`src/rtl/scan_pkg.sv`:
```
package scan_pkg;
  typedef enum logic [3:0] {
    ST_RESET   = 4'd0,
    ST_IDLE    = 4'd1,
    ST_SEL_DR  = 4'd2,
    ST_CAP_DR  = 4'd3,
    ST_SH_DR   = 4'd4,
    ST_EX1_DR  = 4'd5,
    ST_PAU_DR  = 4'd6,
    ST_EX2_DR  = 4'd7,
    ST_UPD_DR  = 4'd8,
    ST_SEL_IR  = 4'd9,
    ST_CAP_IR  = 4'd10,
    ST_SH_IR   = 4'd11,
    ST_EX1_IR  = 4'd12,
    ST_PAU_IR  = 4'd13,
    ST_EX2_IR  = 4'd14,
    ST_UPD_IR  = 4'd15
  } tap_state_e;

  typedef enum logic [1:0] {
    OP_BYPASS = 2'd0,
    OP_SAMPLE = 2'd1,
    OP_EXTEST = 2'd2
  } op_e;
endpackage

```
`src/rtl/scan_fsm.sv`:
```
module scan_fsm
  import scan_pkg::*;
(
  input  logic tck,
  input  logic trst,
  input  logic tms,
  output logic in_reset,
  output logic cap_ir,
  output logic sh_ir,
  output logic upd_ir,
  output logic cap_dr,
  output logic sh_dr,
  output logic upd_dr
);
  tap_state_e state, nxt;

  always_comb begin
    nxt = state;
    unique case (state)
      ST_RESET:  nxt = tms ? ST_RESET  : ST_IDLE;
      ST_IDLE:   nxt = tms ? ST_SEL_DR : ST_IDLE;
      ST_SEL_DR: nxt = tms ? ST_SEL_IR : ST_CAP_DR;
      ST_CAP_DR: nxt = tms ? ST_EX1_DR : ST_SH_DR;
      ST_SH_DR:  nxt = tms ? ST_EX1_DR : ST_SH_DR;
      ST_EX1_DR: nxt = tms ? ST_UPD_DR : ST_PAU_DR;
      ST_PAU_DR: nxt = tms ? ST_EX2_DR : ST_PAU_DR;
      ST_EX2_DR: nxt = tms ? ST_UPD_DR : ST_SH_DR;
      ST_UPD_DR: nxt = tms ? ST_SEL_DR : ST_IDLE;
      ST_SEL_IR: nxt = tms ? ST_RESET  : ST_CAP_IR;
      ST_CAP_IR: nxt = tms ? ST_EX1_IR : ST_SH_IR;
      ST_SH_IR:  nxt = tms ? ST_EX1_IR : ST_SH_IR;
      ST_EX1_IR: nxt = tms ? ST_UPD_IR : ST_PAU_IR;
      ST_PAU_IR: nxt = tms ? ST_EX2_IR : ST_PAU_IR;
      ST_EX2_IR: nxt = tms ? ST_UPD_IR : ST_SH_IR;
      ST_UPD_IR: nxt = tms ? ST_SEL_DR : ST_IDLE;
      default:   nxt = ST_RESET;
    endcase
  end

  always_ff @(posedge tck) begin
    if (trst) state <= ST_RESET;
    else      state <= nxt;
  end

  assign in_reset = (state == ST_RESET);
  assign cap_ir   = (state == ST_CAP_IR);
  assign sh_ir    = (state == ST_SH_IR);
  assign upd_ir   = (state == ST_UPD_IR);
  assign cap_dr   = (state == ST_CAP_DR);
  assign sh_dr    = (state == ST_SH_DR);
  assign upd_dr   = (state == ST_UPD_DR);

  // five high mode-select clocks always land in the reset state
  a_r1_five_ones: assert property (@(posedge tck) disable iff (trst)
    (tms && $past(tms, 1) && $past(tms, 2) && $past(tms, 3) && $past(tms, 4))
      |=> (state == ST_RESET));

  // reset input is synchronous
  a_r2_sync_reset: assert property (@(posedge tck)
    trst |=> (state == ST_RESET));

  // at most one control strobe at a time
  a_r1_one_strobe: assert property (@(posedge tck) disable iff (trst)
    $onehot0({cap_ir, sh_ir, upd_ir, cap_dr, sh_dr, upd_dr}));
endmodule

```
`src/rtl/scan_ir.sv`:
```
module scan_ir
  import scan_pkg::*;
#(
  parameter int IR_W = 2
) (
  input  logic tck,
  input  logic trst,
  input  logic tdi,
  input  logic in_reset,
  input  logic cap,
  input  logic sh,
  input  logic upd,
  output op_e  op,
  output logic sr_lsb
);
  localparam logic [IR_W-1:0] CODE_BYP = '0;
  localparam logic [IR_W-1:0] CODE_EXT = '1;
  localparam logic [IR_W-1:0] CAP_PAT  = IR_W'(1);

  logic [IR_W-1:0] sr;
  logic [IR_W-1:0] instr;

  always_ff @(posedge tck) begin
    if (trst) begin
      sr <= '0;
    end else if (cap) begin
      sr <= CAP_PAT;
    end else if (sh) begin
      if (IR_W == 1) sr <= tdi;
      else           sr <= {tdi, sr[IR_W-1:1]};
    end
  end

  always_ff @(posedge tck) begin
    if (trst || in_reset) instr <= CODE_BYP;
    else if (upd)         instr <= sr;
  end

  always_comb begin
    if (instr == CODE_BYP)      op = OP_BYPASS;
    else if (instr == CODE_EXT) op = OP_EXTEST;
    else                        op = OP_SAMPLE;
  end

  assign sr_lsb = sr[0];

  // the reset state loads the pass-through code
  a_r3_reset_bypass: assert property (@(posedge tck) disable iff (trst)
    in_reset |=> (instr == CODE_BYP));

  // instruction only changes through the update state or reset state
  a_r4_instr_hold: assert property (@(posedge tck) disable iff (trst)
    (!upd && !in_reset) |=> $stable(instr));
endmodule

```
`src/rtl/scan_bsr.sv`:
```
module scan_bsr #(
  parameter int BSR_W = 8
) (
  input  logic             tck,
  input  logic             trst,
  input  logic             tdi,
  input  logic             sel,
  input  logic             cap,
  input  logic             sh,
  input  logic             upd,
  input  logic [BSR_W-1:0] pin_in,
  output logic [BSR_W-1:0] latch,
  output logic             sr_lsb
);
  logic [BSR_W-1:0] sr;

  generate
    for (genvar i = 0; i < BSR_W; i++) begin : g_cell
      logic shift_src;
      if (i == BSR_W - 1) begin : g_top
        assign shift_src = tdi;
      end else begin : g_mid
        assign shift_src = sr[i+1];
      end

      always_ff @(posedge tck) begin
        if (trst)            sr[i] <= 1'b0;
        else if (sel && cap) sr[i] <= pin_in[i];
        else if (sel && sh)  sr[i] <= shift_src;
      end

      always_ff @(posedge tck) begin
        if (trst)            latch[i] <= 1'b0;
        else if (sel && upd) latch[i] <= sr[i];
      end
    end
  endgenerate

  assign sr_lsb = sr[0];

  // override latch holds outside the data-update state
  a_r9_latch_hold: assert property (@(posedge tck) disable iff (trst)
    !(sel && upd) |=> $stable(latch));
endmodule

```
`src/rtl/scan_access_ctrl.sv`:
```
module scan_access_ctrl
  import scan_pkg::*;
#(
  parameter int IR_W  = 2,
  parameter int BSR_W = 8
) (
  input  logic             tck,
  input  logic             trst,
  input  logic             tms,
  input  logic             tdi,
  output logic             tdo,
  output logic             tdo_oe,
  input  logic [BSR_W-1:0] pin_in,
  output logic [BSR_W-1:0] pin_out,
  output logic             pin_drive
);
  logic in_reset, cap_ir, sh_ir, upd_ir, cap_dr, sh_dr, upd_dr;
  op_e  op;
  logic ir_lsb, bsr_lsb, byp_q, bsr_sel, dr_bit;

  scan_fsm u_fsm (
    .tck(tck), .trst(trst), .tms(tms), .in_reset(in_reset),
    .cap_ir(cap_ir), .sh_ir(sh_ir), .upd_ir(upd_ir),
    .cap_dr(cap_dr), .sh_dr(sh_dr), .upd_dr(upd_dr)
  );

  scan_ir #(.IR_W(IR_W)) u_ir (
    .tck(tck), .trst(trst), .tdi(tdi), .in_reset(in_reset),
    .cap(cap_ir), .sh(sh_ir), .upd(upd_ir), .op(op), .sr_lsb(ir_lsb)
  );

  assign bsr_sel = (op != OP_BYPASS);

  scan_bsr #(.BSR_W(BSR_W)) u_bsr (
    .tck(tck), .trst(trst), .tdi(tdi), .sel(bsr_sel),
    .cap(cap_dr), .sh(sh_dr), .upd(upd_dr),
    .pin_in(pin_in), .latch(pin_out), .sr_lsb(bsr_lsb)
  );

  always_ff @(posedge tck) begin
    if (trst)                          byp_q <= 1'b0;
    else if (!bsr_sel && cap_dr)       byp_q <= 1'b0;
    else if (!bsr_sel && sh_dr)        byp_q <= tdi;
  end

  assign dr_bit    = bsr_sel ? bsr_lsb : byp_q;
  assign pin_drive = (op == OP_EXTEST);

  always_ff @(negedge tck) begin
    if (trst) begin
      tdo    <= 1'b0;
      tdo_oe <= 1'b0;
    end else begin
      tdo_oe <= sh_ir | sh_dr;
      if (sh_ir)      tdo <= ir_lsb;
      else if (sh_dr) tdo <= dr_bit;
      else            tdo <= 1'b0;
    end
  end

  // at each rising edge the enable set on the prior falling edge matches the shift states
  a_r8_oe_shift: assert property (@(posedge tck) disable iff (trst)
    tdo_oe == (sh_ir | sh_dr));

  // pins are never driven directly after the reset state
  a_r6_no_drive_after_reset: assert property (@(posedge tck) disable iff (trst)
    in_reset |=> !pin_drive);
endmodule

```
`config.mk`:
```
export PLATFORM = sky130hd
export DESIGN_NAME = scan_access_ctrl
export DESIGN_NICKNAME = d
export VERILOG_FILES = /design/src/rtl/scan_pkg.sv /design/src/rtl/scan_fsm.sv /design/src/rtl/scan_ir.sv /design/src/rtl/scan_bsr.sv /design/src/rtl/scan_access_ctrl.sv
export SDC_FILE = /design/constraint.sdc
export NUM_CORES = 1
export LEC_CHECK = 0
export ABC_AREA = 1
export BUFFER_PORTS_ARGS = -buffer_cell sky130_fd_sc_hd__buf_2
export CORE_UTILIZATION = 55
export CTS_BUF_LIST = sky130_fd_sc_hd__clkbuf_4 sky130_fd_sc_hd__clkbuf_8
export DETAILED_ROUTE_END_ITERATION = 8
export GPL_TIMING_DRIVEN = 0
export HOLD_SLACK_MARGIN = 0.06
export PLACE_DENSITY_LB_ADDON = 0.05
export SLEW_MARGIN = 5
export SYNTH_ARGS = -nofsm -noshare
export SYNTH_HDL_FRONTEND = slang
export SYNTH_SLANG_ARGS = --single-unit
```
`constraint.sdc`:
```
create_clock -name tck -period 1.5 [get_ports tck]
set_clock_uncertainty 0.05 [all_clocks]
set_input_delay 0.075 -clock tck [delete_from_list [all_inputs] [get_ports tck]]
set_output_delay 0.075 -clock tck [all_outputs]
set_load 0.02 [all_outputs]
```
==> results.sh, run 1 <==
export IMPL_core_um2=2320
export IMPL_cts_buffers=3
export IMPL_cts_root_buf="clkbuf_4"
export IMPL_ir_drop_v=0.000719
export IMPL_fillerInstances=160
export IMPL_combPwrFrac_pct=12.3
export IMPL_ant_nets=0
export IMPL_rsz0062_at_grt="true"
export IMPL_min_path_type="input port to register"
export IMPL_synthCells=217
export IMPL_h_tree_depth=1
export IMPL_switching_power_uw=335
export IMPL_cp_required_ns=1.02
export IMPL_final_common_cell="nand2_1"
export IMPL_die_h_um=52.5
export IMPL_yosys_area_top_type="dfxtp_1"
export IMPL_min_path_cells=4
export IMPL_power_frac_seq_pct=59.5
export IMPL_setup_viol=4
export IMPL_area_growth_pct=32.4
export IMPL_worstSetupPathType="register to register"
export IMPL_dp_cells=266
export IMPL_vias=1493
export IMPL_crit_path_start="u_fsm.state[2]"
export IMPL_netSwitchingFraction_pct=27.0
export IMPL_ys_ff_latch=27
export IMPL_clk_latency_ns=0.33
export IMPL_globalRouteTotalUtil_pct=27.0
export IMPL_slew_headroom_pct=78.7
export IMPL_grt_pass1_vias=1295
export IMPL_rr_worst_depth=6
export IMPL_drive_above_1_share_pct=26.9
export IMPL_dpl_hpwl_um=2250
export IMPL_antenna_found_initial=0
export IMPL_cts_tree="built"
export IMPL_total_power_uw=1240
export IMPL_avgRoutedWirePerCell_um=12.1
export IMPL_maxCapViolCount=0
export IMPL_syn_cell_area_um2=1410
export IMPL_dp_slack_ns=-0.312
export IMPL_start_util_pct=60.6
export IMPL_synth_cell_type_count=20
export IMPL_final_nets=277
export IMPL_syn_avg_cell_area_um2=6.48
export IMPL_synth_top_area_share_pct=38.5
export IMPL_synth_seq_area_share_pct=38.5
export IMPL_intPower_uw=905
export IMPL_violations="negative setup slack"
export IMPL_vias_per_cell=5.11
export IMPL_grt_ovfl_total=0
export IMPL_hold_violations=0
export IMPL_worstPathArrival_ns=1.23
export IMPL_tightestPinTransition_ns=0.319
export IMPL_r2r_start="u_fsm.state[2]"
export IMPL_clk_path_buf_depth=2
export IMPL_startpoint_type="register"
export IMPL_crit_path_max_fanout=5
export IMPL_drtIter0Drc=46
export IMPL_grt_max_degree=17
export IMPL_num_antenna_cells=0
export IMPL_synth_nets=229
export IMPL_power_leakage_uw=0.000933
export IMPL_ios=23
export IMPL_final_cells=292
export IMPL_status="finished with violations"
export IMPL_routed_wl_um=3520
export IMPL_clkPwrFrac_pct=28.2
export IMPL_port_buffer_count=21
export IMPL_routabilityCongestion=0.869
export IMPL_cp_end_kind="register"
export IMPL_worst_slack_ns=-0.214
export IMPL_grt_pass1_wl_um=5490
export IMPL_dieArea_um2=2760
export IMPL_final_max_slew_viol_count=0
export IMPL_yosys_top_cells_area="dfxtp_1 38%, nand2_1 14%, inv_1 10%, a21oi_1 10%, o21ai_0 6.8%"
export IMPL_worstHoldStart="trst"
export IMPL_firstDrtPassIters=4
export IMPL_yosysWarningCount=0
export IMPL_whs_ns=0.128
export IMPL_rows=17
export IMPL_fp_dieW_um=52.5
export IMPL_register_area_um2=556
export IMPL_layout_cells_most_common_list="50 x nand2_1, 36 x inv_1, 25 x a21oi_1"
export IMPL_clkTransAtPathRegs_ns=0.15
export IMPL_power_density_nw_per_um2=666
export IMPL_cts_sinks=27
export IMPL_drc=0
export IMPL_multi_input_area_um2=712
-- routing by layer --
| layer | global-route usage (%) | vias up | routed length, µm |
|---|---|---|---|
| met1 | 35.7 | 665 | 1590 |
| li1 | - | 767 | - |
| met4 | 11.0 | 0 | 44 |
| met5 | 0 | - | 0 |
| met2 | 44.5 | 55 | 1710 |
| met3 | 2.61 | 6 | 176 |
-- repair_timing --
action                                  in CTS  in global routing
endpoints found under the hold margin       14                  0
setup buffers                                6                  6
hold buffers                                11                  0
pin swaps                                    6                  5
endpoints found under the setup margin       4                 14
resized for setup                           20                 11
-- worst max-delay path, cell delays in order (launching register included) --
cell,delay [ns]
dfxtp_2,0.40
inv_2,0.07
nor2_4,0.11
nand2_4,0.09
inv_2,0.06
o21ai_1,0.06
a21oi_1,0.12
-- layout make-up --
class	count	area share, %
inverters	39	8.27
flip-flops and latches	27	29.9
clock buffers	3	1.21
clock inverters	3	0.807
plain buffers	5	2.62
multi-input cells	143	38.3
well taps	28	1.88
repair buffers	44	17.1
-- power groups by stage --
stage	sequential [µW]	clock [µW]	combinational (µW)
4_1_cts	738	358	132
5_1_grt	738	379	168
3_3_place_gp	746	12.5	107
6_report	737	350	152
3_5_place_dp	746	12.5	112
2_1_floorplan	745	12.5	79.6
-- final timing paths --
check,to,slack (ns)
setup / recovery,tdo,-0.21
hold / removal,u_fsm.state[0],0.13
setup reg to reg,tdo,-0.21
hold reg to reg,u_bsr.latch[4],0.40
-- metrics by stage --
stage	TNS (ns)	utilization (%)	cell area, µm²
final	-0.744	80.2	1860
after global routing	-0.930	80.2	1860
after CTS	-0.749	76.7	1780
after detailed placement	-0.606	67.6	1570
after global placement	-0.580	67.6	1570
after floorplan	-0.398	-	1430
-- sequential cells by signal, indices dropped and copies added (netlist names) --
name / count
tdo_oe: 1
u_ir.sr: 2
u_fsm.state: 4
u_bsr.g_cell.shift_src: 7
u_bsr.sr_lsb: 1
byp_q: 1
tdo: 1
u_bsr.latch: 8
u_ir.instr: 2
-- synth_stat cells --
cell,number
nand3_2,1
clkbuf_1,1
clkinv_2,1
buf_6,3
nand2_2,6
nor3_1,1
dfxtp_1,27
nor2_2,3
nor2_4,1
o211ai_1,1
nand3_1,9
nand2_4,1
buf_4,1
buf_2,2
nor2_1,20
nand2_1,52
a21oi_1,28
inv_1,39
o21ai_0,19
nand4_1,1
-- cells by family (layout without fill, tap and decap cells) --
family / Yosys count / after routing / synth area share [%]
AOI/OAI and AO/OA: 48 / 48 / 17.3
buffers and inverters: 47 / 94 / 14.7
DFF: 27 / 27 / 38.5
and+or+nand+nor: 95 / 95 / 29.6
No activity file was read; power rests on OpenSTA's default activity.
==> run 2, diff against run 1 <==
SETUP_SLACK_MARGIN = 0.3   (was default)
==> run 2 against run 1 <==
  * The run now fails in global routing
  * Synthesized cell count stayed put
  * Synthesized area is the same
==> results.sh, run 2 <==
export IMPL_synth_commonest_cells="52 x nand2_1, 39 x inv_1, 28 x a21oi_1"
export IMPL_port_buffer_count=21
export IMPL_worstEndpointType="output port"
export IMPL_yosysWarningCount=0
export IMPL_yosys_top_cells_area="dfxtp_1 38%, nand2_1 14%, inv_1 10%, a21oi_1 10%, o21ai_0 6.8%"
export IMPL_worst_endpoint="tdo_oe"
export IMPL_antenna_found_initial=0
export IMPL_cts_root_buf="clkbuf_4"
export IMPL_rows=17
export IMPL_dpl_hpwl_um=2300
export IMPL_fp_dieW_um=52.5
export IMPL_synth_edff_count=0
export IMPL_grt_max_degree=17
export IMPL_ys_flop_type="dfxtp_1"
export IMPL_error="[ERROR DPL-0033] detailed placement checks failed during check placement."
export IMPL_synthCells=217
export IMPL_start_util_pct=60.6
export IMPL_ios=23
export IMPL_routabilityCongestion=0.881
export IMPL_synth_most_common_cell="nand2_1"
export IMPL_synth_seq_area_share_pct=38.5
export IMPL_synth_cell_type_count=20
export IMPL_syn_cell_area_um2=1410
export IMPL_cts_buffers=3
export IMPL_die_h_um=52.5
export IMPL_h_tree_depth=1
export IMPL_async_reset_ff_share_pct=0
export IMPL_lastStage="global routing"
export IMPL_status="stopped before the end"
export IMPL_cts_sinks=27
export IMPL_yosys_area_top_type="dfxtp_1"
export IMPL_clk_path_buf_depth=2
export IMPL_ys_ff_latch=27
export IMPL_synth_top_area_share_pct=38.5
export IMPL_placed_cell_area_um2=1630
export IMPL_dp_slack_ns=-0.313
export IMPL_syn_avg_cell_area_um2=6.48
export IMPL_synth_nets=229
run 2: kinds of logic after synthesis:
logic type | Yosys count | synth area share, %
and+or+nand+nor | 95 | 29.6
AOI/OAI and AO/OA | 48 | 17.3
buffers and inverters | 47 | 14.7
DFF | 27 | 38.5
run 2: stage by stage:
step                std cells  TNS [ns]
floorplan                 217    -0.411
global placement          266    -0.590
detailed placement        266    -0.617
CTS                       303     -1.06
run 2: repair_timing:
item / in CTS
buffers inserted: 19
endpoints found under the hold margin: 14
gates resized for setup: 39
endpoints found under the setup margin: 21
hold buffers: 11
pin swaps: 7
gates cloned: 2
==> run 3, diff against run 2 <==
CORE_AREA = 2 2 63 65   (was default)
CORE_UTILIZATION = default   (was 55)
CTS_BUF_LIST = default   (was sky130_fd_sc_hd__clkbuf_4 sky130_fd_sc_hd__clkbuf_8)
DIE_AREA = 0 0 65 67   (was default)
HOLD_SLACK_MARGIN = default   (was 0.06)
PLACE_DENSITY_LB_ADDON = 0.15   (was 0.05)
SETUP_SLACK_MARGIN = default   (was 0.3)
==> run 3 against run 2 <==
  * The flow now finishes, with violations (negative setup slack)
==> results.sh, run 3 (synthesis gave the netlist of run 1 again) <==
export IMPL_status="finished with violations"
export IMPL_violations="negative setup slack"
export IMPL_whs_ns=0.0182
export IMPL_grt_pass1_vias=1273
export IMPL_hold_violations=0
export IMPL_ios=23
export IMPL_setup_viol=6
export IMPL_grt_max_degree=17
export IMPL_start_util_pct=39.0
export IMPL_clk_latency_ns=0.28
export IMPL_crit_path_max_fanout=4
export IMPL_regToRegSetupSlack_ns=-0.18
export IMPL_clkTransAtPathRegs_ns=0.10
export IMPL_fin_util_pct=56.4
export IMPL_core_um2=3610
export IMPL_avgRoutedWirePerCell_um=11.7
export IMPL_final_nets=286
export IMPL_ir_drop_v=0.000338
export IMPL_grt_pass1_wl_um=5710
export IMPL_final_common_cell="nand2_1"
export IMPL_grt_ovfl_total=0
export IMPL_cts_sinks=27
export IMPL_cts_tree="built"
export IMPL_dieArea_um2=4360
export IMPL_drc=0
export IMPL_worstPathArrival_ns=1.15
export IMPL_power_leakage_uw=0.00102
export IMPL_firstDrtPassIters=5
export IMPL_antenna_found_initial=0
export IMPL_h_tree_depth=1
export IMPL_area_growth_pct=44.8
export IMPL_min_path_type="input port to register"
export IMPL_drive_above_1_share_pct=37.7
export IMPL_num_antenna_cells=0
export IMPL_maxCapViolCount=0
export IMPL_ant_nets=0
export IMPL_routed_wl_um=3760
export IMPL_cts_buffers=3
export IMPL_dpl_hpwl_um=2200
export IMPL_clk_path_buf_depth=2
export IMPL_slew_headroom_pct=71.9
export IMPL_rsz0062_at_grt="true"
export IMPL_die_h_um=67
export IMPL_vias_per_cell=4.75
export IMPL_drtIter0Drc=106
export IMPL_rows=22
export IMPL_port_buffer_count=21
export IMPL_fp_dieW_um=65
export IMPL_regMostFlops="u_bsr.latch"
export IMPL_startpoint_type="register"
export IMPL_vias=1525
export IMPL_power_density_nw_per_um2=712
export IMPL_cp_end_kind="register"
export IMPL_globalRouteTotalUtil_pct=16.9
export IMPL_tightestPinTransition_ns=0.422
export IMPL_layout_cells_most_common_list="50 x nand2_1, 36 x inv_1, 31 x buf_4"
export IMPL_largest_reg_flops=8
export IMPL_final_max_slew_viol_count=0
export IMPL_finalSetupTns_ns=-0.706
export IMPL_worstSetupPathType="register to register"
export IMPL_worst_slack_ns=-0.183
export IMPL_cts_root_buf="clkbuf_8"
export IMPL_cp_required_ns=0.97
export IMPL_fillerInstances=371
export IMPL_routabilityCongestion=0.784
run 3: final timing paths:
kind / cells after the start / startpoint / to
worst max register to register: 6 / u_fsm.state[2] / tdo
worst min-delay path: 2 / tms / u_fsm.state[0]
worst min register to register: 2 / u_bsr.latch[3] / u_bsr.latch[3]
worst max-delay path: 6 / u_fsm.state[2] / tdo
run 3: per-stage QoR:
step	cell area (µm²)	setup slack [ns]	std cells	power, µW
detailed placement	1590	-0.324	286	870
global route	2030	-0.204	321	1500
floorplan	1430	-0.219	217	837
CTS	1830	-0.184	308	1430
finish	2030	-0.183	321	1450
global placement	1590	-0.355	286	870
run 3: worst max-delay path: stages, from the launching register on:
cell     delay (ns)
dfxtp_2        0.37
inv_2          0.06
nor2_4         0.11
nand2_4        0.08
inv_2          0.07
o21ai_2        0.06
a21oi_1        0.12
run 3: where the power goes:
group / switching (µW) / internal (µW) / leakage (µW)
sequential: 10.9 / 721 / 0.000222
combinational: 84.2 / 66.8 / 0.000755
clock: 268 / 298 / 0.0000445
total: 363 / 1090 / 0.00102
run 3: final cells by class:
cell class	count	area [µm²]	share of cell area (%)
Buffer	5	52.6	2.58
Clock buffer	4	66.3	3.26
Clock inverter	2	7.51	0.369
Inverter	39	154	7.56
Multi-Input combinational cell	143	762	37.5
Sequential cell	27	557	27.4
Tap cell	48	60.1	2.95
Timing Repair Buffer	53	375	18.5
run 3: routing by layer:
| metal | vias to the layer above | GRT usage [%] | share of wire [%] | wire length (µm) |
|---|---|---|---|---|
| met2 | 44 | 27.1 | 48 | 1800 |
| li1 | 786 | - | - | - |
| met3 | 4 | 2.70 | 5.3 | 200 |
| met1 | 691 | 23.4 | 46 | 1730 |
| met5 | - | 0 | 0 | 0 |
| met4 | 0 | 4.79 | 0.80 | 30 |
run 3: repair_timing:
item                                    in CTS  in global routing
gates resized for setup                     22                 26
endpoints found under the setup margin       4                 11
gates cloned                                 0                  1
hold buffers                                 0                  0
pin swaps                                    8                 13
setup buffers                               19                 13
hold endpoints to repair                     0                  0
==> run 4, diff against run 3 <==
CELL_PAD_IN_SITES_DETAIL_PLACEMENT = 1   (was default)
CELL_PAD_IN_SITES_GLOBAL_PLACEMENT = 1   (was default)
CORE_AREA = default   (was 2 2 63 65)
CORE_UTILIZATION = 38   (was default)
DIE_AREA = default   (was 0 0 65 67)
==> run 4 against run 3 <==
  * The run ends with negative hold slack, negative setup slack left
  * Cell area decreased by 1.4%
  * Via count grew 2.6%
  * Wire length rose by 37%
  * Critical path depth decreased by 1
  * Global-route usage grew 5.1 points
  * Clock-buffer cell count down 1
  * Final cell count fell by 2.8%
  * Core utilization grew 1.9 points
  * Combinational power up 3%
  * Die area shrank 9.4%
==> results.sh, run 4 (synthesis gave the netlist of run 1 again) <==
export IMPL_largest_reg_flops=8
export IMPL_whs_ns=-0.00977
export IMPL_final_max_slew_viol_count=0
export IMPL_cts_buffers=3
export IMPL_dr_wl_met3_um=166
export IMPL_r2r_end="tdo_oe"
export IMPL_r2r_start="u_fsm.state[2]"
export IMPL_crit_path_start="u_fsm.state[2]"
export IMPL_start_util_pct=40.8
export IMPL_worst_slack_ns=-0.218
export IMPL_switching_power_uw=392
export IMPL_ant_nets=0
export IMPL_final_common_cell="nand2_1"
export IMPL_rr_worst_depth=5
export IMPL_drive_above_1_share_pct=36.8
export IMPL_grt_max_degree=17
export IMPL_vias=1565
export IMPL_top_layer="met4"
export IMPL_violations="negative hold slack, negative setup slack"
export IMPL_globalRouteTotalUtil_pct=22.0
export IMPL_routabilityCongestion=0.773
export IMPL_wirelength_met1_um=2330
export IMPL_port_buffer_count=21
export IMPL_final_nets=279
export IMPL_wl_met2_um=2540
export IMPL_total_power_uw=1370
export IMPL_netSwitchingFraction_pct=28.6
export IMPL_layout_cells_most_common_list="49 x nand2_1, 36 x inv_1, 21 x dfxtp_1"
export IMPL_combPwrFrac_pct=11.3
export IMPL_ir_drop_v=0.000430
export IMPL_firstDrtPassIters=4
export IMPL_regToRegSetupSlack_ns=-0.22
export IMPL_grt_ovfl_total=0
export IMPL_dpl_hpwl_um=2520
export IMPL_worstPathArrival_ns=1.19
export IMPL_cts_tree="built"
export IMPL_clk_path_buf_depth=2
export IMPL_grt_pass1_wl_um=6870
export IMPL_path_cells="inv_4 -> nor2_4 -> nand2_4 -> buf_4 -> a21oi_2"
export IMPL_core_um2=3440
export IMPL_startpoint_type="register"
export IMPL_fp_dieW_um=62.8
export IMPL_slew_headroom_pct=71.4
export IMPL_cp_required_ns=0.97
export IMPL_clkTransAtPathRegs_ns=0.11
export IMPL_power_density_nw_per_um2=683
export IMPL_vias_per_cell=5.02
export IMPL_fin_util_pct=58.3
export IMPL_crit_path_max_fanout=4
export IMPL_grt_pass1_vias=1401
export IMPL_min_path_type="input port to register"
export IMPL_maxCapViolCount=0
export IMPL_clkPwrFrac_pct=35.3
export IMPL_setup_viol=9
export IMPL_max_stage_delay_ns=0.39
export IMPL_regMostFlops="u_bsr.latch"
export IMPL_cp_num_buf_inv=2
export IMPL_cts_hold_buf=0
export IMPL_ios=23
export IMPL_power_frac_seq_pct=53.4
export IMPL_rsz0062_at_grt="true"
export IMPL_dieArea_um2=3950
export IMPL_tightestPinTransition_ns=0.428
export IMPL_critPathTopFamily="flip-flops"
export IMPL_cts_root_buf="clkbuf_8"
export IMPL_final_cells=312
export IMPL_dp_cells=284
export IMPL_cts_sinks=27
export IMPL_die_h_um=62.8
export IMPL_area_growth_pct=42.7
export IMPL_cp_endpoint="tdo_oe"
export IMPL_h_tree_depth=1
export IMPL_drc=0
export IMPL_cp_end_kind="register"
export IMPL_slowest_stage="dfxtp_4"
export IMPL_antenna_found_initial=0
export IMPL_intPower_uw=978
export IMPL_power_leakage_uw=0.000961
export IMPL_rows=21
export IMPL_worstSetupPathType="register to register"
export IMPL_routed_wl_um=5130
export IMPL_status="finished with violations"
export IMPL_hold_violations=1
export IMPL_clk_latency_ns=0.29
export IMPL_worstSetupPathDepth=5
export IMPL_num_antenna_cells=0
export IMPL_avgRoutedWirePerCell_um=16.5
export IMPL_drtIter0Drc=64
## run 4: through the flow
stage               setup TNS, ns  worst slack, ns  cell area [µm²]  hold slack (ns)
finish                     -0.839           -0.218             2010         -0.00977
global placement           -0.636           -0.340             1590            0.321
floorplan                  -0.398           -0.219             1430            0.116
global route                -1.39           -0.241             2010           0.0141
detailed placement         -0.672           -0.342             1590            0.316
CTS                        -0.681           -0.177             1820          0.00287
## run 4: power groups by stage
stage | combinational, µW | clock (µW) | sequential [µW]
6_report | 155 | 484 | 731
5_1_grt | 168 | 519 | 733
4_1_cts | 131 | 464 | 732
3_5_place_dp | 115 | 12.5 | 746
3_3_place_gp | 115 | 12.5 | 746
2_1_floorplan | 79.6 | 12.5 | 745
## run 4: how the worst min path moves through the flow
stage | from | end | slack [ns] | cells after the start
after floorplan | tms | u_fsm.state[0] | 0.12 | 1
after global placement | tms | u_fsm.state[0] | 0.32 | 2
after detailed placement | tms | u_fsm.state[0] | 0.32 | 2
after CTS | tms | u_fsm.state[0] | 0.003 | 2
after global routing | tms | u_fsm.state[0] | 0.01 | 2
final | tms | u_fsm.state[0] | -0.01 | 2
## run 4: worst register-to-register path, stage by stage (launching register included)
cell	delay, ns
dfxtp_4	0.39
inv_4	0.04
nor2_4	0.11
nand2_4	0.08
buf_4	0.14
a21oi_2	0.13
## run 4: repair_timing
action                     CTS  global route
resized for setup           30            28
setup endpoints to repair    5            17
buffers inserted            16            10
gates cloned                 0             2
pin swaps                    7            10
## run 4: cell type report
type                            count  area (µm²)
Buffer                              5        52.6
Clock buffer                        3        41.3
Clock inverter                      3        15.0
Fill cell                         457        1440
Inverter                           39         156
Multi-Input combinational cell    143         792
Sequential cell                    27         558
Tap cell                           46        57.6
Timing Repair Buffer               46         333
## run 4: routing by layer
layer,track usage (%),vias to the layer above
met5,0,-
li1,-,773
met3,2.55,9
met1,30.5,741
met4,6.40,0
met2,35.6,42
